`src/rtl/vcfg_pkg.sv`:
```
// Package: shared constants and types for the video configuration decoder.
// Assumes 8-bit register addresses and data.
package vcfg_pkg;
    localparam logic [7:0] START_BYTE = 8'hAF;
    localparam logic [7:0] OP_WRITE   = 8'h20;
    localparam logic [7:0] GATE_ADDR  = 8'hFF;
    localparam logic [7:0] GATE_OPEN  = 8'hFF;

    localparam int A_DEPTH  = 8'h00;
    localparam int A_TIME0  = 8'h01;
    localparam int A_PCLK   = 8'h1B;
    localparam int A_SYNC   = 8'h1F;
    localparam int A_BASE16 = 8'h20;
    localparam int A_BASE8  = 8'h26;

    typedef enum logic [1:0] {
        PS_HUNT,
        PS_OPCODE,
        PS_ADDR,
        PS_DATA
    } pstate_t;

    typedef struct packed {
        logic       en;
        logic [7:0] addr;
        logic [7:0] data;
    } wr_req_t;
endpackage

```
`src/rtl/vcfg_cmd_parser.sv`:
```
// Module: vcfg_cmd_parser
// Frames the byte stream into register writes. It emits a one-cycle
// registered write request after it accepts the data byte of a
// well-formed command. Assumes one byte per valid cycle and no back-pressure.
module vcfg_cmd_parser
    import vcfg_pkg::*;
(
    input  logic       clk,
    input  logic       rst_n,
    input  logic [7:0] in_data_i,
    input  logic       in_valid_i,
    output wr_req_t    wr_o
);
    pstate_t    state_q;
    logic [7:0] addr_q;

    // Command framing state machine; bad bytes fall back to hunting.
    always_ff @(posedge clk) begin
        if (!rst_n) begin
            state_q <= PS_HUNT;
        end else if (in_valid_i) begin
            case (state_q)
                PS_HUNT:   state_q <= (in_data_i == START_BYTE) ? PS_OPCODE : PS_HUNT;
                PS_OPCODE: state_q <= (in_data_i == OP_WRITE) ? PS_ADDR : PS_HUNT;
                PS_ADDR:   state_q <= PS_DATA;
                default:   state_q <= PS_HUNT;
            endcase
        end
    end

    // Capture the register address byte.
    always_ff @(posedge clk) begin
        if (!rst_n) begin
            addr_q <= '0;
        end else if (in_valid_i && state_q == PS_ADDR) begin
            addr_q <= in_data_i;
        end
    end

    // Issue the write request after the data byte.
    always_ff @(posedge clk) begin
        if (!rst_n) begin
            wr_o <= '0;
        end else begin
            wr_o.en   <= in_valid_i && (state_q == PS_DATA);
            wr_o.addr <= addr_q;
            wr_o.data <= in_data_i;
        end
    end

    AST_HUNT_DROP: assert property (@(posedge clk) disable iff (!rst_n)
        (state_q == PS_HUNT && in_valid_i && in_data_i != START_BYTE) |=> state_q == PS_HUNT);
    AST_BAD_OPCODE: assert property (@(posedge clk) disable iff (!rst_n)
        (state_q == PS_OPCODE && in_valid_i && in_data_i != OP_WRITE) |=> (state_q == PS_HUNT && !wr_o.en));
    AST_IDLE_HOLD: assert property (@(posedge clk) disable iff (!rst_n)
        !in_valid_i |=> ($stable(state_q) && !wr_o.en));
    AST_WR_FROM_DATA: assert property (@(posedge clk) disable iff (!rst_n)
        wr_o.en |-> $past(state_q == PS_DATA));
endmodule

```
`src/rtl/vcfg_reg_bank.sv`:
```
// Module: vcfg_reg_bank
// Holds the shadow and active register banks. Writes update only the
// shadow bank. A gate-open write copies the whole shadow bank to the
// active bank in one edge. Assumes REG_COUNT <= 255 so 0xFF is never a
// register address.
module vcfg_reg_bank
    import vcfg_pkg::*;
#(
    parameter int REG_COUNT = 48
) (
    input  logic                        clk,
    input  logic                        rst_n,
    input  wr_req_t                     wr_i,
    output logic [REG_COUNT-1:0][7:0]   active_o
);
    logic [REG_COUNT-1:0][7:0] shadow_q;
    logic                      commit;

    assign commit = wr_i.en && (wr_i.addr == GATE_ADDR) && (wr_i.data == GATE_OPEN);

    for (genvar g = 0; g < REG_COUNT; g++) begin : g_shadow
        // Update one shadow byte when its address is written.
        always_ff @(posedge clk) begin
            if (!rst_n) begin
                shadow_q[g] <= '0;
            end else if (wr_i.en && wr_i.addr == 8'(g)) begin
                shadow_q[g] <= wr_i.data;
            end
        end
    end

    // Copy the whole shadow bank to the active bank on commit.
    always_ff @(posedge clk) begin
        if (!rst_n) begin
            active_o <= '0;
        end else if (commit) begin
            active_o <= shadow_q;
        end
    end

    AST_ACTIVE_HOLD: assert property (@(posedge clk) disable iff (!rst_n)
        !commit |=> $stable(active_o));
    AST_COMMIT_COPY: assert property (@(posedge clk) disable iff (!rst_n)
        commit |=> active_o == $past(shadow_q));
    AST_GATE_NO_STORE: assert property (@(posedge clk) disable iff (!rst_n)
        (wr_i.en && wr_i.addr == GATE_ADDR && wr_i.data != GATE_OPEN) |=> ($stable(shadow_q) && $stable(active_o)));
    AST_OOR_IGNORED: assert property (@(posedge clk) disable iff (!rst_n)
        (wr_i.en && wr_i.addr >= 8'(REG_COUNT)) |=> $stable(shadow_q));
endmodule

```
`src/rtl/vcfg_field_map.sv`:
```
// Module: vcfg_field_map
// Decodes the active bank into named fields, each with its own byte
// order. Purely combinational. Assumes REG_COUNT covers every field address.
module vcfg_field_map
    import vcfg_pkg::*;
#(
    parameter int REG_COUNT = 48,
    parameter int TW_COUNT  = 12
) (
    input  logic [REG_COUNT-1:0][7:0] bank_i,
    output logic                      depth_sel_o,
    output logic [23:0]               base16_o,
    output logic [23:0]               base8_o,
    output logic [TW_COUNT-1:0][15:0] timing_o,
    output logic [15:0]               pix_clk_o,
    output logic [7:0]                sync_ctl_o
);
    // Single-byte and 24-bit fields, high byte at the lowest address.
    always_comb begin
        depth_sel_o = bank_i[A_DEPTH][0];
        base16_o    = {bank_i[A_BASE16], bank_i[A_BASE16+1], bank_i[A_BASE16+2]};
        base8_o     = {bank_i[A_BASE8],  bank_i[A_BASE8+1],  bank_i[A_BASE8+2]};
        pix_clk_o   = {bank_i[A_PCLK+1], bank_i[A_PCLK]};
        sync_ctl_o  = bank_i[A_SYNC];
    end

    for (genvar k = 0; k < TW_COUNT; k++) begin : g_tw
        // Timing word k, high byte at the lower address.
        assign timing_o[k] = {bank_i[A_TIME0 + 2*k], bank_i[A_TIME0 + 2*k + 1]};
    end
endmodule

```
`src/rtl/vcfg_stream_decoder.sv`:
```
// Module: vcfg_stream_decoder
// Top level: command parser, then shadow/active register bank, then
// field decode. Always ready; one byte is taken per valid cycle.
module vcfg_stream_decoder
    import vcfg_pkg::*;
#(
    parameter int REG_COUNT = 48,
    parameter int TW_COUNT  = 12
) (
    input  logic                        clk,
    input  logic                        rst_n,
    input  logic [7:0]                  in_data_i,
    input  logic                        in_valid_i,
    output logic                        in_ready_o,
    output logic                        depth_sel_o,
    output logic [23:0]                 base16_o,
    output logic [23:0]                 base8_o,
    output logic [TW_COUNT*16-1:0]      timing_o,
    output logic [15:0]                 pix_clk_o,
    output logic [7:0]                  sync_ctl_o
);
    wr_req_t                   wr;
    logic [REG_COUNT-1:0][7:0] active;
    logic [TW_COUNT-1:0][15:0] tw;

    assign in_ready_o = 1'b1;
    assign timing_o   = tw;

    vcfg_cmd_parser u_parse (
        .clk        (clk),
        .rst_n      (rst_n),
        .in_data_i  (in_data_i),
        .in_valid_i (in_valid_i),
        .wr_o       (wr)
    );

    vcfg_reg_bank #(.REG_COUNT(REG_COUNT)) u_bank (
        .clk      (clk),
        .rst_n    (rst_n),
        .wr_i     (wr),
        .active_o (active)
    );

    vcfg_field_map #(.REG_COUNT(REG_COUNT), .TW_COUNT(TW_COUNT)) u_map (
        .bank_i      (active),
        .depth_sel_o (depth_sel_o),
        .base16_o    (base16_o),
        .base8_o     (base8_o),
        .timing_o    (tw),
        .pix_clk_o   (pix_clk_o),
        .sync_ctl_o  (sync_ctl_o)
    );
endmodule

```
`config.mk`:
```
export PLATFORM = sky130hd
export DESIGN_NAME = vcfg_stream_decoder
export DESIGN_NICKNAME = d
export VERILOG_FILES = /design/src/rtl/vcfg_pkg.sv /design/src/rtl/vcfg_cmd_parser.sv /design/src/rtl/vcfg_reg_bank.sv /design/src/rtl/vcfg_field_map.sv /design/src/rtl/vcfg_stream_decoder.sv
export SDC_FILE = /design/constraint.sdc
export NUM_CORES = 1
export LEC_CHECK = 0
export ABC_AREA = 1
export BUFFER_PORTS_ARGS = -buffer_cell sky130_fd_sc_hd__buf_4
export CAP_MARGIN = 0
export CORE_UTILIZATION = 52
export DETAILED_ROUTE_END_ITERATION = 10
export PLACE_DENSITY = 0.86
export SKIP_CTS_REPAIR_TIMING = 1
export SYNTH_ARGS = -nofsm -noshare
export SYNTH_HDL_FRONTEND = slang
export SYNTH_SLANG_ARGS = --single-unit
```
`constraint.sdc`:
```
create_clock -name clk -period 1.42 [get_ports clk]
set_input_delay 0.071 -clock clk [delete_from_list [all_inputs] [get_ports clk]]
set_output_delay 0.071 -clock clk [all_outputs]
set_load 0.01 [all_outputs]
```
==> reports/results.ini, run 1 <==
[run_status]
status=finished with violations
violations=setup timing

[placed_design]
dp_hpwl_um=40400
gp_congestion=0.902
pre_cts_slack_ps=-300
numPortBuffers=275

[pwr]
pwr-share-clk=0.480
vdd_drop_max_mv=0.998
intPower_mw=25.0
p_switching_mw=7.14
switching_share=0.222
cellLeakagePower_nw=12.7
combPwrFrac=0.033
powerDensity_nw_per_um2=1040
p_seq_frac=0.486

[sta]
period_minus_slack_ps=1690
fmax_mhz=593
fin_ws_ps=-266
rsz0062_at_grt=true
hold_viol=0
holdWs_ps=246
skew_ps=38.8
drv_slew=0
setup_viol=517
finalCritPeriodShare=1.19

[clock_network]
cts_tree=yes
cts_root_buf=clkbuf_16
cts.sinks=557
insertion_delay_ps=640
htreeDepth=2
cts_buffer_depth=3
path_clk_slew_ps=60
cts-buffers-inserted=55

[floorplan]
die_w_um=210
io_pins=277
num_rows=75
initial_core_util=0.531
die-height_um=210
die_area_sq_um=44100
core_sq_um=42300

[critical_path]
crit_required_ps=1920
crit_path_end_kind=flop
rr_startpoint=u_parse.wr_o[16]
worstPathArrival_ps=2180
cp_max_fo=23
worstSetupStartpointType=flop
criticalPathCategory=flop to flop
startpoint=u_parse.wr_o[16]

[yosys]
synthesis.area_sq_um=22500
ys_types=23
synth-edff-count=0
synth.ff_latch_count=557
yosys_most_used_dff=dfxtp_1
synth.yosys.seq_area_share=0.496
async_flop_share=0
syn_nets=3237
syn_area_per_cell_sq_um=6.97
ys_warn_count=0
postSynthCellCount=3226

[route]
drcViolationCount=0
first_pass_iters=8
drtIter0Drc=3225
viasPerCell=5.60
post_drt_wl_per_cell_um=18.6
final_antenna_net_count=0
vias=23600
wl_um=78600

[worst_hold_path]
hold_start=in_data_i[4]
hold_path.class=primary input to flop

[layout]
mostFrequentLayoutCell=nor2_1
finalNetCount=3600
area_growth_pct=38.2
fillCellCount=2702
final_cell_mix=nor2_1, dfxtp_1, nand2_1
layout-drive-gt1-share=0.241

[grt]
gr-total-overflow=0
grtUsageTotal=0.273
grt_pass1_wl_um=98300
antenna_found_initial=1
grt_pass1_vias=19500
grt_max_degree=95

[flow_run]
maxCapViolCount=0

[registers in the layout, indices dropped and copies added (netlist names)]
signal and flops:
u_bank.shadow_q 265, u_parse.wr_o 17, u_parse.state_q 2, u_bank.active_o 265, u_parse.addr_q 8
[kinds of logic (layout without fill, tap and decap cells)]
kind of cell	count (synthesis)	count (layout)	synth area share
buf+inv	543	951	0.105
compound gates	196	196	0.0436
simple gates	1929	1929	0.355
other cells	1	4	0.000167
flops	557	557	0.496
[layer usage]
layer / vias to the layer above / part of all wire / track usage
met1: 10900 / 0.37 / 0.361
met3: 361 / 0.11 / 0.0539
li1: 10700 / - / -
met4: 0 / 0.053 / 0.0916
met2: 1565 / 0.47 / 0.446
met5: - / 0 / 0
[layout make-up]
class / instances / area, sq um / share of cell area
flip-flops and latches: 557 / 11200 / 0.360
inverters: 317 / 1200 / 0.0388
clock buffers: 81 / 1670 / 0.0539
multi-input cells: 2126 / 9970 / 0.321
clock inverters: 21 / 254 / 0.00818
well taps: 577 / 722 / 0.0233
diodes: 3 / 7.51 / 0.000242
repair buffers: 532 / 6040 / 0.194
[power groups by stage]
stage	clock, mW	combinational, mW	sequential (mW)
after floorplan	0	0.578	16.0
after global placement	0	0.941	16.0
after detailed placement	0	0.944	16.0
after CTS	15.4	0.953	15.6
after global routing	16.2	1.13	15.6
final	15.5	1.08	15.6
[worst max-delay path, stage by stage (launching register included)]
cell	delay [ps]
dfxtp_4	410
nand4_1	160
nor2_4	180
buf_12	170
buf_12	160
buf_12	170
nand3_1	100
nand2_1	140
nor2_1	60
[through the flow]
step	cell area, sq um	power (mW)	instances	TNS [ps]	utilization
3_5_place_dp	26100	16.9	4012	-72240	0.617
4_1_cts	28000	32.0	4114	-88030	0.662
3_3_place_gp	26100	16.9	4012	-56340	0.617
5_1_grt	31000	33.0	4212	-97560	0.734
2_1_floorplan	22600	16.6	3226	-1370	-
6_report	31100	32.2	4214	-62730	0.734
[Yosys cell counts (all sizes together) (4+ instances only)]
cell type,count,share of area
clkinv,10,0.0017
a21oi,67,0.015
o21ai,129,0.029
inv,307,0.051
dfxtp,557,0.50
nand4,4,0.0011
clkbuf,86,0.014
nand2,479,0.080
nor2,942,0.16
nor3,121,0.027
buf,140,0.037
nand3,382,0.085
[path summary, 6_finish.rpt]
path | end | slack [ps] | cells past startpoint
worst max-delay path | u_bank.active_o[40] | -270 | 8
worst min-delay path | u_parse.wr_o[4] | 250 | 4
worst max register to register | u_bank.active_o[40] | -270 | 8
worst min register to register | u_parse.wr_o[15] | 430 | 2
No activity file was read; power rests on OpenSTA's default activity.
==> run 2, diff against run 1 <==
--- a/config.mk
+++ b/config.mk
@@ -8,9 +8,10 @@
 export ABC_AREA = 1
 export BUFFER_PORTS_ARGS = -buffer_cell sky130_fd_sc_hd__buf_4
 export CAP_MARGIN = 0
-export CORE_UTILIZATION = 52
+export CORE_UTILIZATION = 54
+export CTS_BUF_LIST = sky130_fd_sc_hd__clkbuf_4 sky130_fd_sc_hd__clkbuf_8
 export DETAILED_ROUTE_END_ITERATION = 10
-export PLACE_DENSITY = 0.86
+export PLACE_DENSITY = 0.89
 export SKIP_CTS_REPAIR_TIMING = 1
 export SYNTH_ARGS = -nofsm -noshare
 export SYNTH_HDL_FRONTEND = slang
==> reports/results.ini, run 2 (synthesized netlist as in run 1, its figures left out) <==
[grt]
grt_pass1_vias=19800  ; +1.5%
gr-total-overflow=0  ; unchanged
grt_max_degree=108  ; +14%
grt_pass1_wl_um=98000  ; -0.36%
grtUsageTotal=0.286  ; +0.0125
antenna_found_initial=1  ; unchanged

[flow_run]
maxCapViolCount=0  ; unchanged

[sta]
fin_ws_ps=-349  ; -83.9 ps
rsz0062_at_grt=true
fmax_mhz=565  ; -4.7%
finalCritPeriodShare=1.25  ; +0.0591
setup_viol=517  ; unchanged
drv_slew=0  ; unchanged
hold_viol=0  ; unchanged
skew_ps=37.2  ; -1.63 ps
holdWs_ps=314  ; +68.1 ps
period_minus_slack_ps=1770  ; +83.9 ps

[worst_hold_path]
hold_start=in_valid_i
hold_path.class=primary input to flop
worstHoldPathCells=4  ; unchanged
min_to=u_parse.wr_o[16]

[pwr]
cellLeakagePower_nw=12.3  ; -3.3%
p_seq_frac=0.490  ; +0.004
combPwrFrac=0.033  ; about the same
pwr-share-clk=0.478  ; -0.002
intPower_mw=24.9  ; -0.62%
p_switching_mw=7.08  ; -0.78%
powerDensity_nw_per_um2=1080  ; +4.4%
switching_share=0.222  ; -0.000290
vdd_drop_max_mv=0.691  ; -31%

[floorplan]
io_pins=277  ; unchanged
initial_core_util=0.549  ; +0.0181
die-height_um=206  ; -1.9%
die_w_um=206  ; -1.9%
core_sq_um=40900  ; -3.3%
die_area_sq_um=42400  ; -3.7%
num_rows=74  ; -1.3%

[critical_path]
worstSetupStartpointType=flop
r2r-end=u_bank.active_o[74]
crit_required_ps=1990  ; +70 ps
criticalPathCategory=flop to flop
critical_path.cell_chain=nand2_1 > nor2_1 > nand3_1 > nor2_4 > buf_12 > buf_12 > clkbuf_16 > buf_8 > nor2_1 > nor2_1
cp_max_fo=6  ; -74%
cpPeakStageDelay_ps=420  ; about the same
critPathSlowestCell=dfxtp_1
worstPathArrival_ps=2340  ; +160 ps
startpoint=u_parse.wr_o[13]
rr_startpoint=u_parse.wr_o[13]
rrSetupSlack_ps=-350  ; -80 ps
r2r_cells=10  ; +2
crit_path_end_kind=flop
path_common_cell=nor2_1

[placed_design]
pre_cts_slack_ps=-238  ; +61.9 ps
dp_hpwl_um=40500  ; +0.38%
gp_congestion=0.878  ; -2.7%
numPortBuffers=275  ; unchanged

[clock_network]
htreeDepth=3  ; +1
path_clk_slew_ps=70  ; about the same
cts_root_buf=clkbuf_8
cts-buffers-inserted=89  ; +62%
cts_buffer_depth=3  ; unchanged
cts.sinks=557  ; unchanged
insertion_delay_ps=660  ; +20 ps
cts_tree=yes

[layout]
layout-drive-gt1-share=0.205  ; -0.0362
fillCellCount=2788  ; +3.2%
reg_top3=u_bank.active_o: 265 flops, u_bank.shadow_q: 265 flops, u_parse.wr_o: 17 flops
regArea_sq_um=11200  ; about the same
mostFrequentLayoutCell=nor2_1
final_cell_mix=nor2_1, dfxtp_1, nand2_1
finalNetCount=3596  ; -0.11%
multiInputGateArea_sq_um=9380  ; -5.9%
area_growth_pct=31.4

[route]
drtIter0Drc=2665  ; -17%
viasPerCell=5.43  ; -3.0%
first_pass_iters=8  ; unchanged
final_antenna_net_count=0  ; unchanged
wl_um=70400  ; -10%
post_drt_wl_per_cell_um=16.8  ; -9.8%
drcViolationCount=0  ; unchanged
vias=22700  ; -3.7%

[run_status]
status=finished with violations
violations=setup timing

run 2: cell types whose count changed in the layout (fill, tap and decap cells not counted), moves of 7 or more:
cell | previous run | this run
buf_16 | 12 | 4
buf_6 | 23 | 10
clkbuf_16 | 109 | 27
clkbuf_4 | 0 | 17
clkbuf_8 | 20 | 118
dlygate4sd3_1 | 11 | 18
nand2_1 | 426 | 460
nand2_2 | 49 | 14
nand3_1 | 311 | 368
nand3_2 | 64 | 10
nor2_1 | 834 | 890
nor2_2 | 58 | 21
nor2_4 | 50 | 31
run 2: final cells by class:
cell class | instances | area share
Sequential cell | 557 | 0.378
Clock buffer | 134 | 0.0591
Clock inverter | 19 | 0.00860
Multi-Input combinational cell | 2126 | 0.317
Antenna cell | 2 | 0.000169
Tap cell | 532 | 0.0225
Inverter | 317 | 0.0407
Timing Repair Buffer | 494 | 0.173
run 2: worst max-delay path: cells and delay by family (launching register included):
| family | cells | cell delay, ps |
|---|---|---|
| flip-flops | 1 | 420 |
| AND/OR/NAND/NOR | 6 | 710 |
| buffers and inverters | 4 | 540 |
run 2: how the worst max path moves through the flow:
stage,depth (start not counted),end
4_1_cts,6,u_bank.shadow_q[163]
2_1_floorplan,9,u_bank.shadow_q[158]
6_report,10,u_bank.active_o[74]
5_1_grt,7,u_bank.active_o[66]
3_3_place_gp,6,u_bank.shadow_q[160]
3_5_place_dp,6,u_bank.shadow_q[160]
run 2: power groups by stage:
stage | logic [mW] | clock network (mW) | registers (mW)
2_1_floorplan | 0.578 | 0 | 16.0
3_3_place_gp | 0.932 | 0 | 16.0
3_5_place_dp | 0.936 | 0 | 16.0
4_1_cts | 0.947 | 15.3 | 15.7
5_1_grt | 1.12 | 16.1 | 15.6
6_report | 1.05 | 15.3 | 15.7
run 2: routing by layer:
metal | vias up | wire, um | track usage
met3 | 223 | 6410 | 0.0580
met1 | 10500 | 27500 | 0.363
li1 | 10700 | - | -
met4 | 2 | 2780 | 0.122
met5 | - | 12 | 0
met2 | 1231 | 33700 | 0.469
run 2: stage by stage:
step,util,total power [mW],cell area (sq um),cells,TNS [ps]
after floorplan,-,16.6,22600,3226,-1370
after global placement,0.634,16.9,25900,3958,-28010
after detailed placement,0.634,16.9,25900,3958,-39380
after CTS,0.683,31.9,27900,4111,-52290
after global routing,0.722,32.9,29500,4179,-123740
final,0.722,32.0,29500,4181,-91670
